### src/rtl/otg_bridge_pkg.sv
package otg_bridge_pkg;
  typedef enum logic [1:0] {SZ_BYTE = 2'd0, SZ_HALF = 2'd1, SZ_WORD = 2'd2} acc_size_e;
  typedef enum logic [2:0] {
    WSEL_NONE, WSEL_REV, WSEL_SYSCFG, WSEL_STATUS, WSEL_IFSEL, WSEL_SIMEN, WSEL_STDBY
  } wsel_e;
  localparam int unsigned EVT_VBUS    = 0;
  localparam int unsigned EVT_SESSION = 1;
endpackage

### src/rtl/otg_addr_map.sv
module otg_addr_map
  import otg_bridge_pkg::*;
#(
  parameter int ADDR_W    = 11,
  parameter int CORE_AW   = 8,
  parameter int LOW_LIMIT = 32,
  parameter int WRAP_BASE = 1024
) (
  input  logic [ADDR_W-1:0]  addr,
  output logic               to_core,
  output logic [CORE_AW-1:0] core_addr,
  output wsel_e              wsel
);
  localparam logic [ADDR_W-1:0] A_REV    = ADDR_W'(WRAP_BASE);
  localparam logic [ADDR_W-1:0] A_SYSCFG = ADDR_W'(WRAP_BASE + 4);
  localparam logic [ADDR_W-1:0] A_STATUS = ADDR_W'(WRAP_BASE + 8);
  localparam logic [ADDR_W-1:0] A_IFSEL  = ADDR_W'(WRAP_BASE + 12);
  localparam logic [ADDR_W-1:0] A_SIMEN  = ADDR_W'(WRAP_BASE + 16);
  localparam logic [ADDR_W-1:0] A_STDBY  = ADDR_W'(WRAP_BASE + 20);

  logic [ADDR_W-1:0] folded;

  always_comb begin
    to_core = (addr < ADDR_W'(WRAP_BASE));
    folded  = (addr >> 3) & ADDR_W'(32'h3C);
    if (addr < ADDR_W'(LOW_LIMIT))
      core_addr = CORE_AW'(addr);
    else
      core_addr = CORE_AW'(32'h20) + CORE_AW'(folded);
    unique case (addr)
      A_REV:    wsel = WSEL_REV;
      A_SYSCFG: wsel = WSEL_SYSCFG;
      A_STATUS: wsel = WSEL_STATUS;
      A_IFSEL:  wsel = WSEL_IFSEL;
      A_SIMEN:  wsel = WSEL_SIMEN;
      A_STDBY:  wsel = WSEL_STDBY;
      default:  wsel = WSEL_NONE;
    endcase
  end
endmodule

### src/rtl/otg_wrap_regs.sv
module otg_wrap_regs
  import otg_bridge_pkg::*;
#(
  parameter int          DW          = 32,
  parameter logic [31:0] REV_VALUE   = 32'h0000_0033,
  parameter logic [31:0] SYSCFG_MASK = 32'h0000_301F
) (
  input  logic          clk,
  input  logic          rst,
  input  logic          acc,
  input  logic          we,
  input  logic [1:0]    size,
  input  wsel_e         wsel,
  input  logic [DW-1:0] wdata,
  output logic [DW-1:0] rdata,
  output logic          err,
  output logic          srst_fire,
  output logic [1:0]    ifsel,
  output logic          stdby
);
  logic [DW-1:0] sysconfig;
  logic          bad_ro, bad_sim;

  always_comb begin
    bad_ro    = we && (wsel == WSEL_REV || wsel == WSEL_STATUS);
    bad_sim   = we && (wsel == WSEL_SIMEN) && wdata[0];
    err       = acc && (size != SZ_WORD || wsel == WSEL_NONE || bad_ro || bad_sim);
    srst_fire = acc && we && !err && wsel == WSEL_SYSCFG && wdata[1];
    case (wsel)
      WSEL_REV:    rdata = DW'(REV_VALUE);
      WSEL_SYSCFG: rdata = sysconfig;
      WSEL_STATUS: rdata = DW'(1);
      WSEL_IFSEL:  rdata = DW'(ifsel);
      WSEL_STDBY:  rdata = DW'(stdby);
      default:     rdata = '0;
    endcase
  end

  always_ff @(posedge clk) begin
    if (rst) begin
      sysconfig <= '0;
      ifsel     <= '0;
      stdby     <= 1'b0;
    end else if (acc && we && !err) begin
      case (wsel)
        WSEL_SYSCFG: begin
          sysconfig <= wdata & DW'(SYSCFG_MASK);
          if (wdata[1]) begin
            ifsel <= '0;
            stdby <= 1'b0;
          end
        end
        WSEL_IFSEL: ifsel <= wdata[1:0];
        WSEL_STDBY: stdby <= wdata[0];
        default: ;
      endcase
    end
  end

  assert_err_nostate_R9: assert property (@(posedge clk) disable iff (rst)
    (acc && err) |=> ($stable(sysconfig) && $stable(ifsel) && $stable(stdby)));
  assert_srst_clears_R5: assert property (@(posedge clk) disable iff (rst)
    srst_fire |=> (ifsel == 2'b00 && !stdby));
  assert_cfg_masked_R4: assert property (@(posedge clk) disable iff (rst)
    (sysconfig & ~DW'(SYSCFG_MASK)) == '0);
endmodule

### src/rtl/otg_irq_gate.sv
module otg_irq_gate
  import otg_bridge_pkg::*;
#(
  parameter int SRC_W = 3
) (
  input  logic             clk,
  input  logic             rst,
  input  logic             evt,
  input  logic [SRC_W-1:0] src,
  input  logic             level,
  output logic             irq
);
  logic filtered;

  always_comb
    filtered = (src == SRC_W'(EVT_VBUS)) || (src == SRC_W'(EVT_SESSION));

  always_ff @(posedge clk) begin
    if (rst) irq <= 1'b0;
    else if (evt && !filtered) irq <= level;
  end

  assert_filter_R10: assert property (@(posedge clk) disable iff (rst)
    (evt && src <= SRC_W'(EVT_SESSION)) |=> $stable(irq));
endmodule

### src/rtl/otg_reg_bridge.sv
module otg_reg_bridge
  import otg_bridge_pkg::*;
#(
  parameter int          ADDR_W    = 11,
  parameter int          CORE_AW   = 8,
  parameter int          SRC_W     = 3,
  parameter logic [31:0] REV_VALUE = 32'h0000_0033
) (
  input  logic               clk,
  input  logic               rst,
  input  logic               bus_req,
  output logic               bus_ready,
  input  logic               bus_we,
  input  logic [1:0]         bus_size,
  input  logic [ADDR_W-1:0]  bus_addr,
  input  logic [31:0]        bus_wdata,
  output logic               rsp_valid,
  output logic [31:0]        rsp_rdata,
  output logic               rsp_err,
  output logic               core_req,
  output logic               core_we,
  output logic [1:0]         core_size,
  output logic [CORE_AW-1:0] core_addr,
  output logic [31:0]        core_wdata,
  input  logic [31:0]        core_rdata,
  input  logic               core_evt,
  input  logic [SRC_W-1:0]   core_evt_src,
  input  logic               core_evt_level,
  output logic               irq,
  output logic [1:0]         phy_if_sel,
  output logic               standby_req
);
  localparam int DW = 32;

  logic               acc, wrap_acc, to_core, w_err, srst_fire, srst_busy;
  logic [CORE_AW-1:0] map_addr;
  wsel_e              wsel;
  logic [DW-1:0]      w_rdata;
  logic               s1_valid, s1_core, s1_err;
  logic [DW-1:0]      s1_rdata;

  assign bus_ready = !srst_busy;
  assign acc       = bus_req && bus_ready;
  assign wrap_acc  = acc && !to_core;

  otg_addr_map #(.ADDR_W(ADDR_W), .CORE_AW(CORE_AW)) u_map (
    .addr(bus_addr), .to_core(to_core), .core_addr(map_addr), .wsel(wsel)
  );

  otg_wrap_regs #(.DW(DW), .REV_VALUE(REV_VALUE)) u_regs (
    .clk(clk), .rst(rst), .acc(wrap_acc), .we(bus_we), .size(bus_size),
    .wsel(wsel), .wdata(bus_wdata), .rdata(w_rdata), .err(w_err),
    .srst_fire(srst_fire), .ifsel(phy_if_sel), .stdby(standby_req)
  );

  otg_irq_gate #(.SRC_W(SRC_W)) u_irq (
    .clk(clk), .rst(rst), .evt(core_evt), .src(core_evt_src),
    .level(core_evt_level), .irq(irq)
  );

  always_ff @(posedge clk) begin
    if (rst) begin
      core_req   <= 1'b0;
      core_we    <= 1'b0;
      core_size  <= 2'b00;
      core_addr  <= '0;
      core_wdata <= '0;
      s1_valid   <= 1'b0;
      s1_core    <= 1'b0;
      s1_err     <= 1'b0;
      s1_rdata   <= '0;
      srst_busy  <= 1'b0;
      rsp_valid  <= 1'b0;
      rsp_rdata  <= '0;
      rsp_err    <= 1'b0;
    end else begin
      core_req <= acc && to_core;
      if (acc && to_core) begin
        core_we    <= bus_we;
        core_size  <= bus_size;
        core_addr  <= map_addr;
        core_wdata <= bus_wdata;
      end
      s1_valid  <= acc;
      s1_core   <= acc && to_core && !bus_we;
      s1_err    <= wrap_acc && w_err;
      s1_rdata  <= (wrap_acc && !bus_we && !w_err) ? w_rdata : '0;
      srst_busy <= srst_fire;
      rsp_valid <= s1_valid;
      rsp_rdata <= s1_core ? core_rdata : s1_rdata;
      rsp_err   <= s1_err;
    end
  end

  assert_window_R2: assert property (@(posedge clk) disable iff (rst)
    core_req |-> (core_addr <= CORE_AW'(32'h5C)));
  assert_holdoff_R11: assert property (@(posedge clk) disable iff (rst)
    !bus_ready |=> !core_req);
  assert_latency_R12: assert property (@(posedge clk) disable iff (rst)
    core_req |=> rsp_valid);
  assert_err_only_wrap_R9: assert property (@(posedge clk) disable iff (rst)
    core_req |=> !rsp_err);
endmodule

### config.mk
export PLATFORM = sky130hd
export DESIGN_NAME = otg_reg_bridge
export DESIGN_NICKNAME = d
export VERILOG_FILES = /design/src/rtl/otg_bridge_pkg.sv /design/src/rtl/otg_addr_map.sv /design/src/rtl/otg_wrap_regs.sv /design/src/rtl/otg_irq_gate.sv /design/src/rtl/otg_reg_bridge.sv
export SDC_FILE = /design/constraint.sdc
export NUM_CORES = 1
export LEC_CHECK = 0
export BUFFER_PORTS_ARGS = -buffer_cell sky130_fd_sc_hd__buf_2
export CAP_MARGIN = 10
export CORE_MARGIN = 3
export CORE_UTILIZATION = 48
export CTS_BUF_LIST = sky130_fd_sc_hd__clkbuf_16
export DETAILED_ROUTE_END_ITERATION = 12
export PLACE_DENSITY = 0.75
export SLEW_MARGIN = 20
export SYNTH_ARGS = -nofsm -noshare
export SYNTH_HDL_FRONTEND = slang
export SYNTH_HIERARCHICAL = 1
export SYNTH_SLANG_ARGS = --single-unit
### constraint.sdc
create_clock -name clk -period 6.2 [get_ports clk]
set_clock_uncertainty 0.2 [all_clocks]
set_input_delay 0.62 -clock clk [delete_from_list [all_inputs] [get_ports clk]]
set_output_delay 0.62 -clock clk [all_outputs]
set_load 0.02 [all_outputs]
### Word-level counts from Yosys, hierarchy flattened

Cells that the tools add are included.

* register bits after elaboration: 125
* output and inout port bits: 83
* bits of input ports: 86
* word-level logic and storage cells: 78

* $add $sub $neg: 1
* reduce and logical (&&, ||, !) cells: 34
* $lt $le $gt $ge: 2
* bitwise operators: 1
* muxes and demuxes: 8
* equality and inequality tests: 15

Operator list (number)
* 14-bit one-hot mux with 5 select lines: 1
* 11-bit == test (second input constant): 6
* 32-bit two-way mux: 1
* 3-bit one-hot mux with 6 select lines: 1
* 1-bit logical AND: 16
* 11-bit < comparator (second input constant): 1
* 11-bit by 6-bit < comparator with 1-bit output (second input constant): 1
* 3-bit == test (second input constant): 3
* 8-bit two-way mux: 1
* 6-bit by 6-bit adder with 7-bit output (first input constant): 1
* 3-bit by 1-bit == test with 1-bit output (second input constant): 2
* 3-bit by 2-bit == test with 1-bit output (second input constant): 2
* 3-bit zero test: 2
* 3-bit AND reduction: 2
* 1-bit zero test: 5
* 1-bit logical OR: 5
* 2-bit inequality test (second input constant): 2
* 2-bit one-hot mux with 2 select lines: 1
* 2-bit nonzero test: 2
* 2-bit two-way mux: 1
* 1-bit one-hot mux with 2 select lines: 1
* 2-bit AND reduction: 1
* 2-bit OR reduction: 1
* 1-bit two-way mux: 1
* 1-bit NOT: 1

### Logic depth before layout (Yosys ltp)

Gate-level depths: netlist of the first run.

* depth after elaboration: 12
* depth in mapped cells: 10
* gate-level depth less buffers: 7

### By module

Netlist of the first run, hierarchy kept.

By module, submodules not included
* otg_reg_bridge: cells an instance 385, area each 4448.0 um^2, sequential area each 2282.2 um^2, times used 1
* otg_wrap_regs: cells an instance 109, area each 837.1 um^2, sequential area each 200.2 um^2, times used 1
* otg_addr_map: cells an instance 21, area each 171.4 um^2, sequential area each 0.0 um^2, times used 1
* otg_irq_gate: cells an instance 5, area each 47.5 um^2, sequential area each 20.0 um^2, times used 1

### Least setup slack after synthesis of the first run

Ideal clock, no wire load.

* kind: input port to flip-flop
* start point: input port bus_addr[7]
* end point: register s1_rdata[12]
* path buffers: 3
* slack: 2.646 ns
* arrival: 3.265 ns
* library setup time: 0.089 ns
* stages on the path: 9
* cells stage by stage: or4b_1 > a211oi_1 > buf_2 > a21oi_1 > o41a_1 > or4b_4 > buf_6 > buf_8 > nor4b_2

* cells in the longest elaborated chain, start to end: 12

Ends and longest elaborated chain
* start: declaration: RTL line otg_reg_bridge.sv:15 `input logic [ADDR_W-1:0] bus_addr,`
* 11-bit == test: RTL line otg_addr_map.sv:30 `unique case (addr)`
* 3-bit one-hot mux with 6 select lines (*): RTL line otg_addr_map.sv:30
* via wsel[2]: RTL line otg_reg_bridge.sv:37 `wsel_e wsel;`
* 3-bit by 1-bit == test with 1-bit output or 3-bit by 2-bit == test with 1-bit output (tied branches): RTL line otg_wrap_regs.sv:25 `bad_ro = we && (wsel == WSEL_REV || wsel == WSEL_STATUS);`
* 1-bit logical OR: RTL line otg_wrap_regs.sv:25
* 1-bit logical AND: RTL line otg_wrap_regs.sv:25
* 1-bit logical OR: RTL line otg_wrap_regs.sv:27 `err = acc && (size != SZ_WORD || wsel == WSEL_NONE || bad_ro || bad_sim);`
* 1-bit logical OR (*): RTL line otg_wrap_regs.sv:27
* 1-bit logical AND (*): RTL line otg_wrap_regs.sv:27
* via w_err: RTL line otg_reg_bridge.sv:35 `logic acc, wrap_acc, to_core, w_err, srst_fire, srst_busy;`
* 1-bit zero test (*): RTL line otg_reg_bridge.sv:87 `s1_rdata <= (wrap_acc && !bus_we && !w_err) ? w_rdata : '0;`
* 1-bit logical AND (*): RTL line otg_reg_bridge.sv:87
* 1-bit NOT (no source line) (*)
* 2-bit OR reduction (no source line) (*)
* end signal: assignment: RTL line otg_reg_bridge.sv:87
* end: declaration: RTL line otg_reg_bridge.sv:40 `logic [DW-1:0] s1_rdata;`

Mark *: on every way through the listed nets, which the timed path passes. The rest lies on a longest branch.
A chain may end at the register's enable or synchronous reset.

### Final worst setup path of the first run

* start point: input port bus_addr[7]
* end point: register s1_rdata[0]

The elaborated chain is that of the path after synthesis.

==> impl_results.md, run 1 <==
* Largest family of logic cells by synthesized area: simple AND/OR/NAND/NOR gates
* Area growth syn-to-layout at 23.55%
* Crit-path max FO at 32
* RD Place Congestion at roughly 0.80
* IO Port Bufs at 167
* Met3 wire len at 1187 um
* Cell taking the most area after synthesis: dfxtp_1
* Number of max-slew violations in the final report at 0
* Crit Path Class: in -> reg
* DRT met1 WL at roughly 4900 um
* Cell breakdown of the critical path: buf_2 -> or4b_1 -> a2111oi_4 -> nor3_1 -> o41a_1 -> or4b_4 -> nor4b_1
* Commonest cells in the netlist: dfxtp_1, nand2b_1, mux2i_1
* CP max stage cell: or4b_4
* Hold_buf cts at 0
* DR pass1 iterations at 4
* Total gr overflow at 0
* Cells after Synth at 520
* Endpoints failing setup at 0
* Top delay family on crit path: simple AND/OR/NAND/NOR gates
* Rows at 38
* Clock transition at path regs at roughly 0.05 ns
* Worst min-delay path class: reg -> reg
* Register area at 2504 um^2
* Post-route DRC violation count at 0
* Ant diodes at 0
* Number of synthesized register bits at 125
* CTS Root Cell: clkbuf_16
* Area occupied by multi-input gates at 2651 um^2
* Peak supply drop at between 0.15 and 0.2 mV
* Crit. End Element: flip-flop
* Via count at 4027
* Max cap viols at 0
* H-tree level count at 4
* All-layer global routing usage at 18.14%
* Post-Synth Simple-Gate Area at 27.62%
* Clk_lat worst skew at 0.40 ns
* Top FF cell, synth: dfxtp_1
* Syn Area/Cell at 10.58 um^2
* Area of the core at approximately 11000 um^2
* Yosys cell types at 48
* Synthesized area at 5504 um^2
* Worst-Margin Slew at around 1.0 ns
* Lkg Pwr at between 2 and 3 nW
* DP HPWL at between 7000 and 8000 um
* Worst path bufs/invs at 1
* Clk sinks at 125
* Max incr delay on CP at approximately 0.76 ns
* Power Dens Cells at 289.3 nW/um^2
* Vias in the first global route at 3861
* CTS max path bufs at 2
* Sequential fraction of the synthesis area at 45.46%
* Clock buffer count from CTS at 17
* Num ports at 169
* Nets at 752
* CP arrival at 3.74 ns
* CTS tree: done
* Yosys warns at 6
* Met2 WL post-DR at 4920 um
* 1st-iter DRT viols at 335
* Compound-Gate Fraction of Synth Area at just under 5%
* Starting Density at between 40% and 50%
* Post-synth EDFFs at 0
* Ranking of synthesized cells by area: dfxtp_1, mux2i_1, nand2b_1
* Initial antenna violation count at 0
* Final hold vios at 0
* Die height at ~110 um
* Slew HR at 30.54%
* Routed WL at 11180 um
* Vias/cell at 4.917
* Post-synthesis xor/xnor area fraction at 0%
* RSZ-0062 raised after global routing: no
* Largest net degree at the start of global routing at 88
* Area share of the largest cell type after synthesis at 45.46%
* Setup tns final at 0 ns
* First-pass GRT wire length at 18570 um
* Setup bufs post-CTS at 0
* Crit path time final at 3.657 ns
* Startpoint types: input port
* Highest clock rate at around 0.27 GHz
* Post-route ant nets at 0
* PostCTS Resize Cnt at 0
* Final Util at roughly three fifths
* CP required at around 6.3 ns
* Post-synth ARST share at 0%
* Drt wl/cell at roughly 14 um
* Tcrit/Tclk final at 58.99%
* Fill count at 926
* Multiplexer share of the synthesized area at 14.00%
* Top Metal Used: met4
* Post-synthesis adder-cell area fraction at 0%
* Most common cell in the netlist: dfxtp_1
* Share of cells above drive strength 1 at a little over a third
* Full die area at 12790 um^2
* Die width at 113.1 um
* Status: finished clean
==> metal layers <==
layer,global-route usage (%),vias to the layer above
met5,0,-
met3,8.021,18
met2,26.90,164
met1,22.93,1830
met4,7.853,0
li1,-,2015
==> through the flow <==
step	area (um^2)	worst slack [ns]	total power, mW	std cells	hold WS [ns]
2_1_floorplan	5590	2.646	0.9714	543	0.2138
3_3_place_gp	6217	2.312	1.013	787	0.2192
3_5_place_dp	6217	2.199	1.017	787	0.2376
4_1_cts	6800	2.614	1.993	819	0.2305
5_1_grt	6800	2.407	2.052	819	0.2422
6_report	6800	2.543	1.967	819	0.2425
==> cells in the final DEF (no fill, tap or decap), types with 2 or more instances in the layout <==
cell type,n
a211oi_1,3
clkbuf_16,17
and3_1,2
a21oi_1,13
conb_1,25
clkinvlp_4,2
buf_4,5
o21ai_1,7
and2_1,4
inv_1,8
nor2_1,37
and4b_1,2
dfxtp_1,124
bufinv_16,3
or3b_1,2
nand2_1,3
nor4b_2,28
a31o_2,2
mux2i_1,77
buf_2,166
clkinv_4,2
nor3b_1,2
o22ai_1,2
o21ai_0,2
nor4b_1,3
nand2b_1,96
nand3_1,7
nor4b_4,2
nor2b_1,6
o31ai_1,3
clkinv_2,4
==> cell families after synthesis <==
logic type             after synthesis
flip-flops                         125
AND/OR/NAND/NOR                    206
AO/OA/AOI/OAI                       38
multiplexers                        77
other                                2
buffers and inverters               72
==> cell type report <==
class	count	area share (%)
multi-input cells	346	38.99
well taps	140	2.576
inverters	5	0.2760
flip-flops and latches	125	36.82
clock inverters	15	2.318
clock buffers	17	6.256
repair buffers	171	12.77
==> power breakdown <==
part | switching, mW | internal, mW | total, mW
Sequential | 0.0109 | 0.825 | 0.836
Clock | 0.344 | 0.623 | 0.967
Combinational | 0.0940 | 0.0703 | 0.164
Total | 0.449 | 1.52 | 1.97
==> worst paths after layout <==
| kind | cells after the start | startpoint | slack (ns) | end |
|---|---|---|---|---|
| max reg2reg | 5 | srst_busy | 3.90 | s1_rdata[0] |
| min | 1 | s1_valid | 0.24 | rsp_valid |
| max | 7 | bus_addr[7] | 2.54 | s1_rdata[0] |
| min reg2reg | 1 | s1_valid | 0.24 | rsp_valid |
==> sequential cells by signal, indices dropped and copies added (netlist names), 2 cells and up <==
signal,cells
core_wdata,32
u_regs/ifsel,2
rsp_rdata,32
core_addr,8
core_size,2
u_regs/sysconfig,7
s1_rdata,32
Power figures use the tool's default switching activity.
==> inputs of run 2 (changes only) <==
- clock period: 6.2 -> 3.75 ns (I/O delays scaled with it)
==> impl_results.md, run 2 (synthesis gave the netlist of run 1 again) <==
* RD Place Congestion at 0.8652 (was 0.8029)
* Final hold vios at 0 (unchanged)
* Commonest non-fill, non-tap cell in the layout: buf_2 (unchanged)
* Status: finished clean (unchanged)
* Non-filler instance count after layout at 833 (was 819)
* Worst-Margin Slew at 0.9849 ns (was 1.042 ns)
* Ant diodes at 0 (unchanged)
* Initial antenna violation count at 1 (was 0)
* Max cap viols at 0 (unchanged)
* Routed WL at 11270 um (was 11180 um)
* Cell breakdown of the critical path: buf_2 -> or4b_1 -> a211oi_1 -> buf_4 -> nor3_1 -> o41a_1 -> or4b_4 -> nor4b_1 (was buf_2 -> or4b_1 -> a2111oi_4 -> nor3_1 -> o41a_1 -> or4b_4 -> nor4b_1)
* Worst min-delay path class: in -> reg (was reg -> reg)
* H-tree level count at 4 (unchanged)
* Highest clock rate at 0.3433 GHz
* Clk sinks at 125 (unchanged)
* CP arrival at 3.00 ns (was 3.74 ns)
* Share of power burned in registers at 42.8% (was 42.5%)
* Full die area at 12790 um^2 (unchanged)
* Top delay family on crit path: simple AND/OR/NAND/NOR gates (unchanged)
* All-layer global routing usage at 17.96% (was 18.14%)
* CP Capture Point: s1_rdata[0] (unchanged)
* Most frequent cells in the layout: buf_2, dfxtp_1, nand2b_1, mux2i_1, nor2_1 (unchanged)
* FF-to-FF setup slack at 1.64 ns (was 3.90 ns)
* Final Util at 62.74% (was 61.65%)
* Max incr delay on CP at 0.61 ns (was 0.76 ns)
* Nets at 766 (was 752)
* CTS Root Cell: clkbuf_16 (unchanged)
* Worst path bufs/invs at 2 (was 1)
* Total gr overflow at 0 (unchanged)
* Fill count at 907 (was 926)
* Post-route DRC violation count at 0 (unchanged)
* Via count at 4016 (was 4027)
* Area of the core at 11030 um^2 (unchanged)
* P_int at 2.461 mW (was 1.518 mW)
* Hold_buf cts at 10 (was 0)
* Stages on the worst setup path at 8 (was 7)
* CTS max path bufs at 2 (unchanged)
* Setup tns final at 0 ns (unchanged)
* Pwr Total at 3.230 mW (was 1.967 mW)
* Endpoints failing setup at 0 (unchanged)
* Slew HR at 34.34% (was 30.54%)
* Switching Fraction at 23.81% (was 22.84%)
* Crit-path max FO at 14 (was 32)
* Peak supply drop at 0.4296 mV (was 0.1878 mV)
* FF-to-FF Start: srst_busy (unchanged)
* CP max stage cell: or4b_1 (was or4b_4)
* Num ports at 169 (unchanged)
* Worst setup startpoint: bus_addr[7] (unchanged)
* Clock buffer count from CTS at 17 (unchanged)
* Regs by FF count: core_wdata: 32 flops, rsp_rdata: 32 flops, s1_rdata: 32 flops (unchanged)
* PostCTS Resize Cnt at 0 (unchanged)
* Post-route ant nets at 0 (unchanged)
* Clock power share at 48.5% (was 49.2%)
* Vias in the first global route at 4008 (was 3861)
* Drt wl/cell at 13.52 um (was 13.65 um)
* 1st-iter DRT viols at 299 (was 335)
* Lkg Pwr at 2.924 nW (was 2.886 nW)
* Rows at 38 (unchanged)
* Startpoint types: input port (unchanged)
* CP required at 3.84 ns (was 6.28 ns)
* Crit. End Element: flip-flop (unchanged)
* RR Endpoint: u_regs/ifsel[1] (was s1_rdata[0])
* DP HPWL at 7636 um (was 7657 um)
* Die width at 113.1 um (unchanged)
* Worst reg-to-reg path cell count at 5 (unchanged)
* Crit Path Class: in -> reg (unchanged)
* Cells after DPL at 791 (was 787)
* Die height at 113.1 um (unchanged)
* Largest net degree at the start of global routing at 125 (was 88)
* Crit path time final at 2.913 ns
* CTS tree: done (unchanged)
* First-pass GRT wire length at 18750 um (was 18570 um)
* Number of max-slew violations in the final report at 0 (unchanged)
* Setup bufs post-CTS at 0 (unchanged)
* Clock transition at path regs at 0.05 ns (about the same)
* Combinational power share at 8.7% (was 8.4%)
* RSZ-0062 raised after global routing: no (unchanged)
* DR pass1 iterations at 4 (unchanged)
* Vias/cell at 4.821 (was 4.917)
* Area growth syn-to-layout at 25.73% (was 23.55%)
* Share of cells above drive strength 1 at 35.50% (was 35.35%)
* Tcrit/Tclk final at a little under 80%
* Power Dens Cells at 466.7 nW/um^2 (was 289.3 nW/um^2)
* Starting Density at 49.90% (unchanged)
* Switching Power at 0.7689 mW (was 0.4493 mW)
* IO Port Bufs at 167 (unchanged)
* Clk_lat worst skew at 0.41 ns (was 0.40 ns)
==> run 2: changes by cell type in the layout (fill, tap and decap cells not counted) <==
| cell | delta |
|---|---|
| dlygate4sd3_1 | +10 |
| buf_4 | +4 |
| inv_1 | -3 |
| clkinvlp_4 | +2 |
| bufinv_16 | -1 |
| clkinv_1 | +1 |
| clkinv_2 | -1 |
| clkinv_4 | +1 |
| inv_6 | +1 |
==> run 2: how the worst min path moves through the flow <==
stage,start,end,slack (ns),depth (start not counted)
5_1_grt,bus_wdata[5],core_wdata[5],0.01,3
3_5_place_dp,s1_err,rsp_err,0.23,1
6_report,core_rdata[9],rsp_rdata[9],0.01,3
2_1_floorplan,s1_err,rsp_err,0.21,1
4_1_cts,core_rdata[9],rsp_rdata[9],0.001,3
3_3_place_gp,s1_valid,rsp_valid,0.22,1
==> run 2: worst register-to-register path, cell delays in order, from the launching register on <==
cell and delay (ns):
dfxtp_1 0.33, nand2b_1 0.19, nor2_1 0.21, nand4b_1 0.43, o31ai_1 0.47, a2111oi_2 0.12
==> run 2: metal layers <==
metal  global-route usage, %  share of wire (%)  routed length, um  vias up
li1                        -                  -                  -     2036
met5                       0               0.18                 20        -
met3                   7.487                 10               1165       16
met4                   6.490                1.5                164        2
met2                   28.48                 45               5055      150
met1                   21.94                 43               4860     1812
==> run 2: area by class of cell <==
class / instances / area (um^2) / area share [%]
inverter: 5 / 18.77 / 0.2712
sequential: 125 / 2504 / 36.18
clock buffer: 17 / 425.4 / 6.147
tap: 140 / 175.2 / 2.531
clock inverter: 15 / 147.6 / 2.133
timing repair buffer: 185 / 998.5 / 14.43
multi-input combinational: 346 / 2651 / 38.31
==> run 2: power groups by stage <==
stage | clock, mW | combinational [mW] | sequential [mW]
floorplan | 0 | 0.164 | 1.44
global placement | 0 | 0.269 | 1.41
detailed placement | 0 | 0.275 | 1.41
CTS | 1.60 | 0.284 | 1.38
global route | 1.67 | 0.309 | 1.39
finish | 1.57 | 0.281 | 1.38
==> run 2: per-stage QoR <==
stage | hold slack (ns) | instance area, um^2 | setup WS [ns]
finish | 0.01347 | 6920 | 0.8371
floorplan | 0.2138 | 5590 | 0.4412
CTS | 0.0009907 | 6920 | 0.8684
global route | 0.01033 | 6920 | 0.7126
global placement | 0.2176 | 6247 | 0.5496
detailed placement | 0.2253 | 6247 | 0.4543
==> inputs of run 3 (changes only) <==
- ABC_AREA: not set -> 1
- PLACE_DENSITY: 0.75 -> 0.76
- clock period: 3.75 -> 2.86 ns (I/O delays scaled with it)
==> impl_results.md, run 3 <==
* Worst min-delay path class: in -> reg (unchanged)
* Power Dens Cells at 614.1 nW/um^2 (was 466.7 nW/um^2)
* Final hold vios at 0 (unchanged)
* CP arrival at 2.55 ns (was 3.00 ns)
* Top delay family on crit path: simple AND/OR/NAND/NOR gates (unchanged)
* Full die area at 11880 um^2 (was 12790 um^2)
* Cells after Synth at 719 (was 520)
* Hold_ws at 0.01354 ns (was 0.01347 ns)
* Routed WL at 12270 um (was 11270 um)
* Post-route DRC violation count at 0 (unchanged)
* Most common cell in the netlist: nor2_1 (was dfxtp_1)
* Crit. End Element: flip-flop (unchanged)
* Fill count at 777 (was 907)
* 1st-iter DRT viols at 229 (was 299)
* Die height at 109 um (was 113.1 um)
* Worst reg-to-reg path cell count at 6 (was 5)
* Crit-path max FO at 9 (was 14)
* Yosys warns at 6 (unchanged)
* Cell taking the most area after synthesis: dfxtp_1 (unchanged)
* Area growth syn-to-layout at 40.32% (was 25.73%)
* Setup tns final at 0 ns (unchanged)
* CTS tree: done (unchanged)
* RR Endpoint: core_wdata[27] (was u_regs/ifsel[1])
* Vias/cell at 4.348 (was 4.821)
* CTS max path bufs at 2 (unchanged)
* Number of max-slew violations in the final report at 0 (unchanged)
* Rows at 36 (was 38)
* Regs by FF count: core_wdata: 32 flops, rsp_rdata: 32 flops, s1_rdata: 32 flops (unchanged)
* Max cap viols at 0 (unchanged)
* IO Port Bufs at 167 (unchanged)
* Starting Density at 50.70% (was 49.90%)
* Area share of the largest cell type after synthesis at 49.14% (was 45.46%)
* Nets at 1033 (was 766)
* Max incr delay on CP at 0.53 ns (was 0.61 ns)
* Vias in the first global route at 4423 (was 4008)
* Post-synth EDFFs at 0 (unchanged)
* Crit Path Class: in -> reg (unchanged)
* Die width at 109 um (was 113.1 um)
* Via count at 4757 (was 4016)
* Clk_lat worst skew at 0.40 ns (was 0.41 ns)
* Lkg Pwr at 3.706 nW (was 2.924 nW)
* Syn Area/Cell at 7.083 um^2 (was 10.58 um^2)
* CP max stage cell: dlygate4sd3_1 (was or4b_1)
* Clock transition at path regs at 0.05 ns (about the same)
* Area of the core at 10040 um^2 (was 11030 um^2)
* RD Place Congestion at 0.8127 (was 0.8652)
* Drt wl/cell at 11.21 um (was 13.52 um)
* First-pass GRT wire length at 20030 um (was 18750 um)
* Endpoints failing setup at 0 (unchanged)
* Total gr overflow at 0 (unchanged)
* Tcrit/Tclk final at about 85%
* CTS Root Cell: clkbuf_16 (unchanged)
* Clock buffer count from CTS at 17 (unchanged)
* FF-to-FF setup slack at 1.16 ns (was 1.64 ns)
* Peak supply drop at 0.3954 mV (was 0.4296 mV)
* Worst Hold Launch: core_evt_level (was core_rdata[9])
* PostCTS Resize Cnt at 0 (unchanged)
* Hold EP: u_irq/irq (was rsp_rdata[9])
* Ranking of synthesized cells by area: dfxtp_1, nor2_1, nand2_1 (was dfxtp_1, mux2i_1, nand2b_1)
* DR pass1 iterations at 4 (unchanged)
* Synthesized area at 5092 um^2 (was 5504 um^2)
* DP HPWL at 7380 um (was 7636 um)
* Worst-Margin Slew at 0.9844 ns (was 0.9849 ns)
* Hold_buf cts at 69 (was 10)
* CP required at 2.98 ns (was 3.84 ns)
* Cell breakdown of the critical path: dlygate4sd3_1 -> buf_2 -> inv_2 -> nand2_1 -> nor2_2 -> nand3_1 -> o21ai_1 -> inv_1 -> nand2_1 -> nand2_1 -> nand2_2 -> o21ai_0 -> nor3_2 -> nand2_2 -> nor2_1 (was buf_2 -> or4b_1 -> a211oi_1 -> buf_4 -> nor3_1 -> o41a_1 -> or4b_4 -> nor4b_1)
* All-layer global routing usage at 21.25% (was 17.96%)
* Most frequent cells in the layout: nor2_1, buf_2, nand2_1, dfxtp_1, inv_1 (was buf_2, dfxtp_1, nand2b_1, mux2i_1, nor2_1)
* Worst path bufs/invs at 4 (was 2)
* Post-route ant nets at 0 (unchanged)
* Largest net degree at the start of global routing at 89 (was 125)
* Highest clock rate at a little over 0.4 GHz
* Hold depth at 5 (was 3)
* Clk sinks at 125 (unchanged)
* Initial antenna violation count at 1 (unchanged)
* Crit path time final at 2.422 ns
* CP most frequent cell: nand2_1
* Yosys cell types at 30 (was 48)
* RSZ-0062 raised after global routing: no (unchanged)
* H-tree level count at 4 (unchanged)
* Share of cells above drive strength 1 at 24.48% (was 35.50%)
* Post-synth ARST share at 0% (unchanged)
* Sequential fraction of the synthesis area at 49.14% (was 45.46%)
* FF-to-FF Start: srst_busy (unchanged)
* Number of synthesized register bits at 125 (unchanged)
* Slew HR at 34.30% (was 34.34%)
* Commonest cells in the netlist: nor2_1, nand2_1, dfxtp_1 (was dfxtp_1, nand2b_1, mux2i_1)
* Status: finished clean (unchanged)
* Commonest non-fill, non-tap cell in the layout: nor2_1 (was buf_2)
* Startpoint types: input port (unchanged)
* Setup bufs post-CTS at 0 (unchanged)
* Top FF cell, synth: dfxtp_1 (unchanged)
* Num ports at 169 (unchanged)
[run 3: cell count changes after synthesis, sizes merged, moves of 6 or more]
cell	change
nor2	+180
nand2	+133
inv	+108
nand2b	-96
mux2i	-77
nor4b	-33
o21ai	+31
clkbuf	-8
nor2b	-6
[run 3: worst reg2reg max path, cell delays in order (launching register included)]
cell and delay [ns]:
dfxtp_1 0.32, inv_2 0.05, nand3_2 0.05, buf_4 0.62, nand2_1 0.21, nand2_1 0.10
nor2_1 0.04
[run 3: logic make-up (layout without fill, tap and decap cells)]
kind of cell           count (synthesis)  count (layout)  share of synthesized area [%]
AO/OA/AOI/OAI                         52              52                          5.651
buffers and inverters                169             387                          15.36
flip-flops                           125             125                          49.14
other                                  2              26                         0.1475
AND/OR/NAND/NOR                      371             371                          29.70
[run 3: worst max path at each step]
stage / from / endpoint / cells after the start
after floorplan: bus_addr[10] / s1_rdata[4] / 13
after global placement: bus_addr[1] / s1_rdata[3] / 14
after detailed placement: bus_addr[10] / s1_rdata[4] / 13
after CTS: bus_addr[8] / s1_rdata[4] / 15
after global routing: bus_addr[8] / s1_rdata[0] / 15
final: bus_addr[8] / s1_rdata[4] / 15
[run 3: area by class of cell]
cell class | instances | area (um^2) | share of cell area, %
sequential | 125 | 2502 | 35.02
multi-input combinational | 448 | 1894 | 26.51
timing repair buffer | 240 | 1556 | 21.78
inverter | 115 | 437.9 | 6.129
clock buffer | 17 | 425.4 | 5.953
tap | 133 | 166.4 | 2.329
clock inverter | 15 | 160.2 | 2.241
antenna | 1 | 2.502 | 0.03502
[run 3: report_power, final]
group	internal [mW]	total, mW	switching [mW]
sequential	1.80	1.82	0.0226
combinational	0.196	0.459	0.263
clock	1.29	2.10	0.810
total	3.29	4.39	1.10
[run 3: per-stage QoR]
step / utilization [%] / setup slack, ns / instances / area, um^2 / power (mW)
global route: 71.14 / 0.1810 / 1094 / 7146 / 4.560
floorplan: - / 0.8457 / 742 / 5179 / 2.121
finish: 71.14 / 0.4381 / 1094 / 7146 / 4.388
global placement: 58.41 / 0.6407 / 992 / 5867 / 2.233
detailed placement: 58.41 / 0.5601 / 992 / 5867 / 2.239
CTS: 71.11 / 0.4498 / 1093 / 7143 / 4.423
[run 3: per-layer routing]
layer	track usage (%)	part of all wire (%)	vias up
met5	0	0	-
met4	6.673	1.3	0
met3	8.289	8.2	18
met2	35.96	47	152
met1	24.70	43	2065
li1	-	-	2522
